[src/rtl/dbg_bg_pkg.sv]
package dbg_bg_pkg;
  typedef enum logic [1:0] {
    BG_IDLE  = 2'd0,
    BG_WAIT  = 2'd1,
    BG_GRANT = 2'd2,
    BG_HOLD  = 2'd3
  } bg_state_e;
endpackage

[src/rtl/dbg_bg_sync.sv]
module dbg_bg_sync #(
  parameter int STAGES = 2
) (
  input  logic clk,
  input  logic rst_n,
  input  logic d,
  output logic q
);
  logic [STAGES-1:0] sh_q;

  always_ff @(posedge clk or negedge rst_n) begin
    if (!rst_n) sh_q <= '0;
    else        sh_q <= {sh_q[STAGES-2:0], d};
  end

  assign q = sh_q[STAGES-1];
endmodule

[src/rtl/dbg_bg_frame.sv]
module dbg_bg_frame #(
  parameter int DATA_BITS = 8
) (
  input  logic clk,
  input  logic rst_n,
  input  logic dbg,
  input  logic bit_vld,
  input  logic bit_val,
  output logic busy
);
  localparam int CW = $clog2(DATA_BITS + 1);
  localparam logic [CW-1:0] SEP_POS = CW'(DATA_BITS);

  logic [CW-1:0] cnt_q, cnt_d;
  logic          op_q, op_d;

  always_comb begin
    cnt_d = cnt_q;
    op_d  = op_q;
    if (!dbg) begin
      cnt_d = '0;
      op_d  = 1'b0;
    end else if (bit_vld) begin
      if (cnt_q == SEP_POS) begin
        cnt_d = '0;
        op_d  = ~bit_val;
      end else begin
        cnt_d = cnt_q + 1'b1;
        op_d  = 1'b1;
      end
    end
  end

  always_ff @(posedge clk or negedge rst_n) begin
    if (!rst_n) begin
      cnt_q <= '0;
      op_q  <= 1'b0;
    end else begin
      cnt_q <= cnt_d;
      op_q  <= op_d;
    end
  end

  assign busy = op_q;

  a_r4_cnt_range: assert property (@(posedge clk) disable iff (!rst_n)
    cnt_q <= SEP_POS);
  a_r4_sep_one_closes: assert property (@(posedge clk) disable iff (!rst_n)
    (dbg && bit_vld && bit_val && cnt_q == SEP_POS) |=> !busy);
  a_r3_data_bit_opens: assert property (@(posedge clk) disable iff (!rst_n)
    (dbg && bit_vld && cnt_q != SEP_POS) |=> busy);
endmodule

[src/rtl/dbg_bg_fsm.sv]
module dbg_bg_fsm
  import dbg_bg_pkg::*;
(
  input  logic clk,
  input  logic rst_n,
  input  logic dbg,
  input  logic req_s,
  input  logic busy,
  input  logic cfg_we,
  input  logic cfg_en,
  output logic ack,
  output logic err
);
  bg_state_e st_q, st_d;
  logic      en_q, en_d;
  logic      err_q, err_d;

  always_comb begin
    st_d = st_q;
    unique case (st_q)
      BG_IDLE:  if (dbg && en_q && req_s) st_d = busy ? BG_WAIT : BG_GRANT;
      BG_WAIT:  if (!req_s || !dbg || !en_q) st_d = BG_IDLE;
                else if (!busy)              st_d = BG_GRANT;
      BG_GRANT: if (!req_s)    st_d = BG_IDLE;
                else if (!dbg) st_d = BG_HOLD;
      BG_HOLD:  if (!req_s)    st_d = BG_IDLE;
      default:  st_d = BG_IDLE;
    endcase
  end

  always_comb begin
    en_d  = cfg_we ? cfg_en : en_q;
    err_d = err_q;
    if (st_q == BG_GRANT && st_d == BG_HOLD)  err_d = 1'b1;
    else if (cfg_we && st_q != BG_HOLD)       err_d = 1'b0;
  end

  always_ff @(posedge clk or negedge rst_n) begin
    if (!rst_n) begin
      st_q  <= BG_IDLE;
      en_q  <= 1'b0;
      err_q <= 1'b0;
    end else begin
      st_q  <= st_d;
      en_q  <= en_d;
      err_q <= err_d;
    end
  end

  assign ack = (st_q == BG_GRANT) || (st_q == BG_HOLD);
  assign err = err_q;

  a_r1_no_ack_disabled: assert property (@(posedge clk) disable iff (!rst_n)
    (st_q == BG_IDLE && !en_q) |=> !ack);
  a_r3_hold_while_busy: assert property (@(posedge clk) disable iff (!rst_n)
    (!ack && busy) |=> !ack);
  a_r7_release_drops: assert property (@(posedge clk) disable iff (!rst_n)
    (ack && !req_s) |=> !ack);
  a_r8_no_grant_outside: assert property (@(posedge clk) disable iff (!rst_n)
    (!ack && !dbg) |=> !ack);
  a_r9_exit_sets_err: assert property (@(posedge clk) disable iff (!rst_n)
    (st_q == BG_GRANT && !dbg && req_s) |=> (ack && err_q));
  a_r9_hold_has_err: assert property (@(posedge clk) disable iff (!rst_n)
    (st_q == BG_HOLD) |-> err_q);
endmodule

[src/rtl/dbg_busgrant.sv]
module dbg_busgrant #(
  parameter int DATA_BITS   = 8,
  parameter int SYNC_STAGES = 2
) (
  input  logic       clk,
  input  logic       rst_n,
  input  logic       bus_req_i,
  input  logic       cfg_we_i,
  input  logic       cfg_en_i,
  input  logic       dbg_mode_i,
  input  logic       link_vld_i,
  input  logic       link_bit_i,
  output logic       bus_ack_o,
  output logic       ext_block_o,
  output logic [1:0] status_o
);
  logic rst_sn, req_s, busy, ack, err;

  dbg_bg_sync #(.STAGES(2)) u_rst_sync (
    .clk(clk), .rst_n(rst_n), .d(1'b1), .q(rst_sn));

  dbg_bg_sync #(.STAGES(SYNC_STAGES)) u_req_sync (
    .clk(clk), .rst_n(rst_sn), .d(bus_req_i), .q(req_s));

  dbg_bg_frame #(.DATA_BITS(DATA_BITS)) u_frame (
    .clk(clk), .rst_n(rst_sn), .dbg(dbg_mode_i),
    .bit_vld(link_vld_i), .bit_val(link_bit_i), .busy(busy));

  dbg_bg_fsm u_fsm (
    .clk(clk), .rst_n(rst_sn), .dbg(dbg_mode_i), .req_s(req_s), .busy(busy),
    .cfg_we(cfg_we_i), .cfg_en(cfg_en_i), .ack(ack), .err(err));

  assign bus_ack_o   = ack;
  assign ext_block_o = ack;
  assign status_o    = {err, ack};

  a_r8_ack_needs_dbg_or_err: assert property (@(posedge clk) disable iff (!rst_sn)
    (bus_ack_o && !dbg_mode_i) |=> (!bus_ack_o || status_o[1]));
endmodule

[config.mk]
export PLATFORM = sky130hd
export DESIGN_NAME = dbg_busgrant
export DESIGN_NICKNAME = d
export VERILOG_FILES = /design/src/rtl/dbg_bg_pkg.sv /design/src/rtl/dbg_bg_sync.sv /design/src/rtl/dbg_bg_frame.sv /design/src/rtl/dbg_bg_fsm.sv /design/src/rtl/dbg_busgrant.sv
export SDC_FILE = /design/constraint.sdc
export NUM_CORES = 1
export LEC_CHECK = 0
export BUFFER_PORTS_ARGS = -buffer_cell sky130_fd_sc_hd__buf_2
export CAP_MARGIN = 20
export CORE_AREA = 8 8 45 47
export CTS_CLUSTER_SIZE = 30
export DETAILED_ROUTE_END_ITERATION = 10
export DIE_AREA = 0 0 53 55
export PLACE_DENSITY = 0.67
export SYNTH_ARGS = -nofsm -noshare
export SYNTH_HDL_FRONTEND = slang
export SYNTH_SLANG_ARGS = --single-unit
[constraint.sdc]
create_clock -name clk -period 1 [get_ports clk]
set_input_delay 0.15 -clock clk [delete_from_list [all_inputs] [get_ports clk]]
set_output_delay 0.15 -clock clk [all_outputs]
set_load 0.005 [all_outputs]
==> impl_metrics.env <==
export IMPL_wire_per_inst_um=12.1
export IMPL_worstPathArrival_ns=1.43
export IMPL_clk_pin_slew_ns=0.08
export IMPL_setup_viol=4
export IMPL_syn_nets=67
export IMPL_pwr_density_cell_mw_per_mm2=1360
export IMPL_place_hpwl_um=783
export IMPL_cts_buffers=3
export IMPL_drtIter0Drc=6
export IMPL_max_freq_ghz=0.810
export IMPL_post_route_util=0.547
export IMPL_synth_area_sq_um=598
export IMPL_start_util=0.432
export IMPL_clockBufferDepth=2
export IMPL_holdCritPathClass="in -> reg"
export IMPL_drive_above_1_share=0.373
export IMPL_rows=14
export IMPL_area_delta_synth_final_pct=26.6
export IMPL_num_vias=443
export IMPL_critical_path_startpoint_type="flop"
export IMPL_drt_wl_total_um=1100
export IMPL_clk_latency_ns=0.27
export IMPL_finalMaxSlewViolations=0
export IMPL_dieArea_sq_mm=0.00292
export IMPL_cp_end_kind="flop"
export IMPL_core_sq_mm=0.00138
export IMPL_placed_cell_area_sq_um=673
export IMPL_yosysSeqAreaShare=0.544
export IMPL_layout_nets=86
export IMPL_grt_ovfl_total=0
export IMPL_period_needed_ns=1.23
export IMPL_synth_seq_cells=13
export IMPL_outcome="complete, but fails checks"
export IMPL_io_buffers=11
export IMPL_fin_ws_ns=-0.234
export IMPL_grt_pass1_vias=453
export IMPL_path_max_fanout=4
export IMPL_place_gp_congestion=0.771
export IMPL_fin_area_sq_um=757
export IMPL_power_total_mw=1.03
export IMPL_fillers=118
export IMPL_post_route_period_util=1.23
export IMPL_die_w_um=53
export IMPL_ant_nets=0
export IMPL_vias_per_cell=4.87
export IMPL_grt_max_degree=12
export IMPL_cts_tree="built"
export IMPL_rsz0062_at_grt="yes"
export IMPL_p_leak_nw=0.363
export IMPL_crit_type="reg -> reg"
export IMPL_antenna_found_initial=0
export IMPL_drc=0
export IMPL_maxCapViolations=0
export IMPL_die_h_um=55
export IMPL_io_pins=12
export IMPL_grt_pass1_wl_um=1900
export IMPL_yosys_warnings=0
export IMPL_finClkSkew_ns=0.00582
export IMPL_violations="negative setup slack"
export IMPL_diodes=0
export IMPL_netlist_instances=57
export IMPL_critical_path_required_ns=1.20
export IMPL_h_tree_depth=1
export IMPL_grt_usage=0.0913
export IMPL_cts_num_sinks=13
export IMPL_dr_pass1_iters=2
export IMPL_postSynthAreaPerCell_sq_um=10.5
export IMPL_vdd_drop_max_uv=821
export IMPL_finalHoldViolCount=0
export IMPL_cts_root_buf="clkbuf_4"
export IMPL_synth_distinct_cells=28
[kinds of logic after synthesis]
kind of cell    synth area share
fa+ha+maj                 0.0418
other cells              0.00627
mux                       0.0356
compound gates             0.121
flops                      0.544
simple gates               0.155
buf+inv                   0.0962
[state kept, by name, summed over array words and instances (netlist names)]
| name | count |
|---|---|
| u_frame.cnt_q | 4 |
| u_fsm.st_q | 2 |
| u_req_sync.sh_q | 2 |
| u_rst_sync.sh_q | 2 |
| u_frame.busy | 1 |
| u_fsm.en_q | 1 |
| u_fsm.err | 1 |
[repair_timing]
item / CTS / global route
hold endpoints to repair: 3 / 0
resized for setup: 6 / 1
pin swaps: 4 / 2
endpoints found under the setup margin: 8 / 5
hold buffers: 2 / 0
setup buffers: 2 / 0
[cell type report]
cell class | count | area [sq um] | area share
Timing Repair Buffer | 20 | 128 | 0.169
Tap cell | 16 | 20.0 | 0.0264
Clock buffer | 4 | 26.3 | 0.0347
Multi-Input combinational cell | 34 | 243 | 0.321
Sequential cell | 13 | 325 | 0.430
Inverter | 4 | 15.0 | 0.0198
[worst paths after layout]
path,start,end,slack [ns],cells past startpoint
setup / recovery,u_frame.cnt_q[1],u_frame.cnt_q[2],-0.23,5
hold / removal,link_bit_i,u_frame.busy,0.07,2
setup reg to reg,u_frame.cnt_q[1],u_frame.cnt_q[2],-0.23,5
hold reg to reg,u_rst_sync.sh_q[1],u_fsm.st_q[1],0.18,0
max in group asynchronous,u_rst_sync.sh_q[1],u_req_sync.sh_q[1],0.52,0
min in group asynchronous,u_rst_sync.sh_q[1],u_fsm.st_q[1],0.18,0
[worst max-delay path, stage by stage (launching register included)]
cell      delay (ns)
dfrtp_1         0.41
inv_2           0.06
ha_4            0.16
nand2_4         0.05
or3b_1          0.34
a21boi_1        0.13
[metal layers]
layer	wire length, um	track usage	up-vias	share of wire
li1	-	-	222	-
met1	543	0.104	210	0.49
met2	466	0.143	9	0.42
met3	73	0.0374	2	0.066
met4	18	0.0517	0	0.016
met5	0	0	-	0
[cells in the mapped netlist]
master    count  share of area
a21boi_0      1          0.013
a21boi_1      1          0.013
a21oi_1       3          0.025
a31oi_1       1          0.010
and4b_1       1          0.017
buf_2         1         0.0084
buf_4         3          0.038
buf_6         1          0.019
clkbuf_1      1         0.0063
conb_1        1         0.0063
dfrtp_1      13           0.54
ha_1          2          0.042
inv_1         4          0.025
mux2_2        1          0.019
mux2i_1       1          0.017
nand2_1       6          0.038
nand2_2       1          0.010
nand2b_1      1          0.010
nand3_1       2          0.017
nand3b_1      1          0.013
nor2_1        2          0.013
nor2b_1       1          0.010
nor3b_1       1          0.013
o211ai_1      1          0.013
o21a_1        1          0.013
o21ai_0       3          0.025
o22ai_1       1          0.010
or3b_1        1          0.015
[stage by stage]
| step | hold slack, ns | setup TNS (ns) | setup WS, ns | std cells |
|---|---|---|---|---|
| after floorplan | -0.146 | -0.247 | -0.199 | 57 |
| after global placement | -0.0652 | -0.468 | -0.199 | 83 |
| after detailed placement | -0.0628 | -0.624 | -0.265 | 83 |
| after CTS | 0.0633 | -0.558 | -0.239 | 91 |
| after global routing | 0.0670 | -0.893 | -0.306 | 91 |
| final | 0.0699 | -0.576 | -0.234 | 91 |
[where the power goes]
part | total [mW] | switching, mW | internal (mW) | leakage (nW)
clock | 0.315 | 0.160 | 0.154 | 0.0150
sequential | 0.581 | 0.0271 | 0.554 | 0.166
combinational | 0.131 | 0.0583 | 0.0732 | 0.182
[placed cells by master (no fill, tap or decap)]
master	Yosys	final
ha_1	2	1
a21boi_1	1	2
nor2_4	0	1
nand3_1	2	2
mux2i_1	1	1
a21oi_1	3	3
mux2_2	1	1
clkbuf_1	1	1
nand2b_1	1	1
ha_4	0	1
nor3b_1	1	1
buf_4	3	7
o21ai_1	0	1
inv_1	4	2
nand2_2	1	1
clkbuf_4	0	3
nand3b_1	1	1
o21ai_0	3	2
or3b_1	1	1
conb_1	1	1
nand2_1	6	5
inv_2	0	2
o21a_1	1	1
buf_2	1	11
dlygate4sd3_1	0	2
nor2b_1	1	1
o22ai_1	1	1
and4b_1	1	1
dfrtp_1	13	13
nor2_1	2	1
nand2_4	0	1
o211ai_1	1	1
a31oi_1	1	1
No activity file was read; power rests on OpenSTA's default activity.
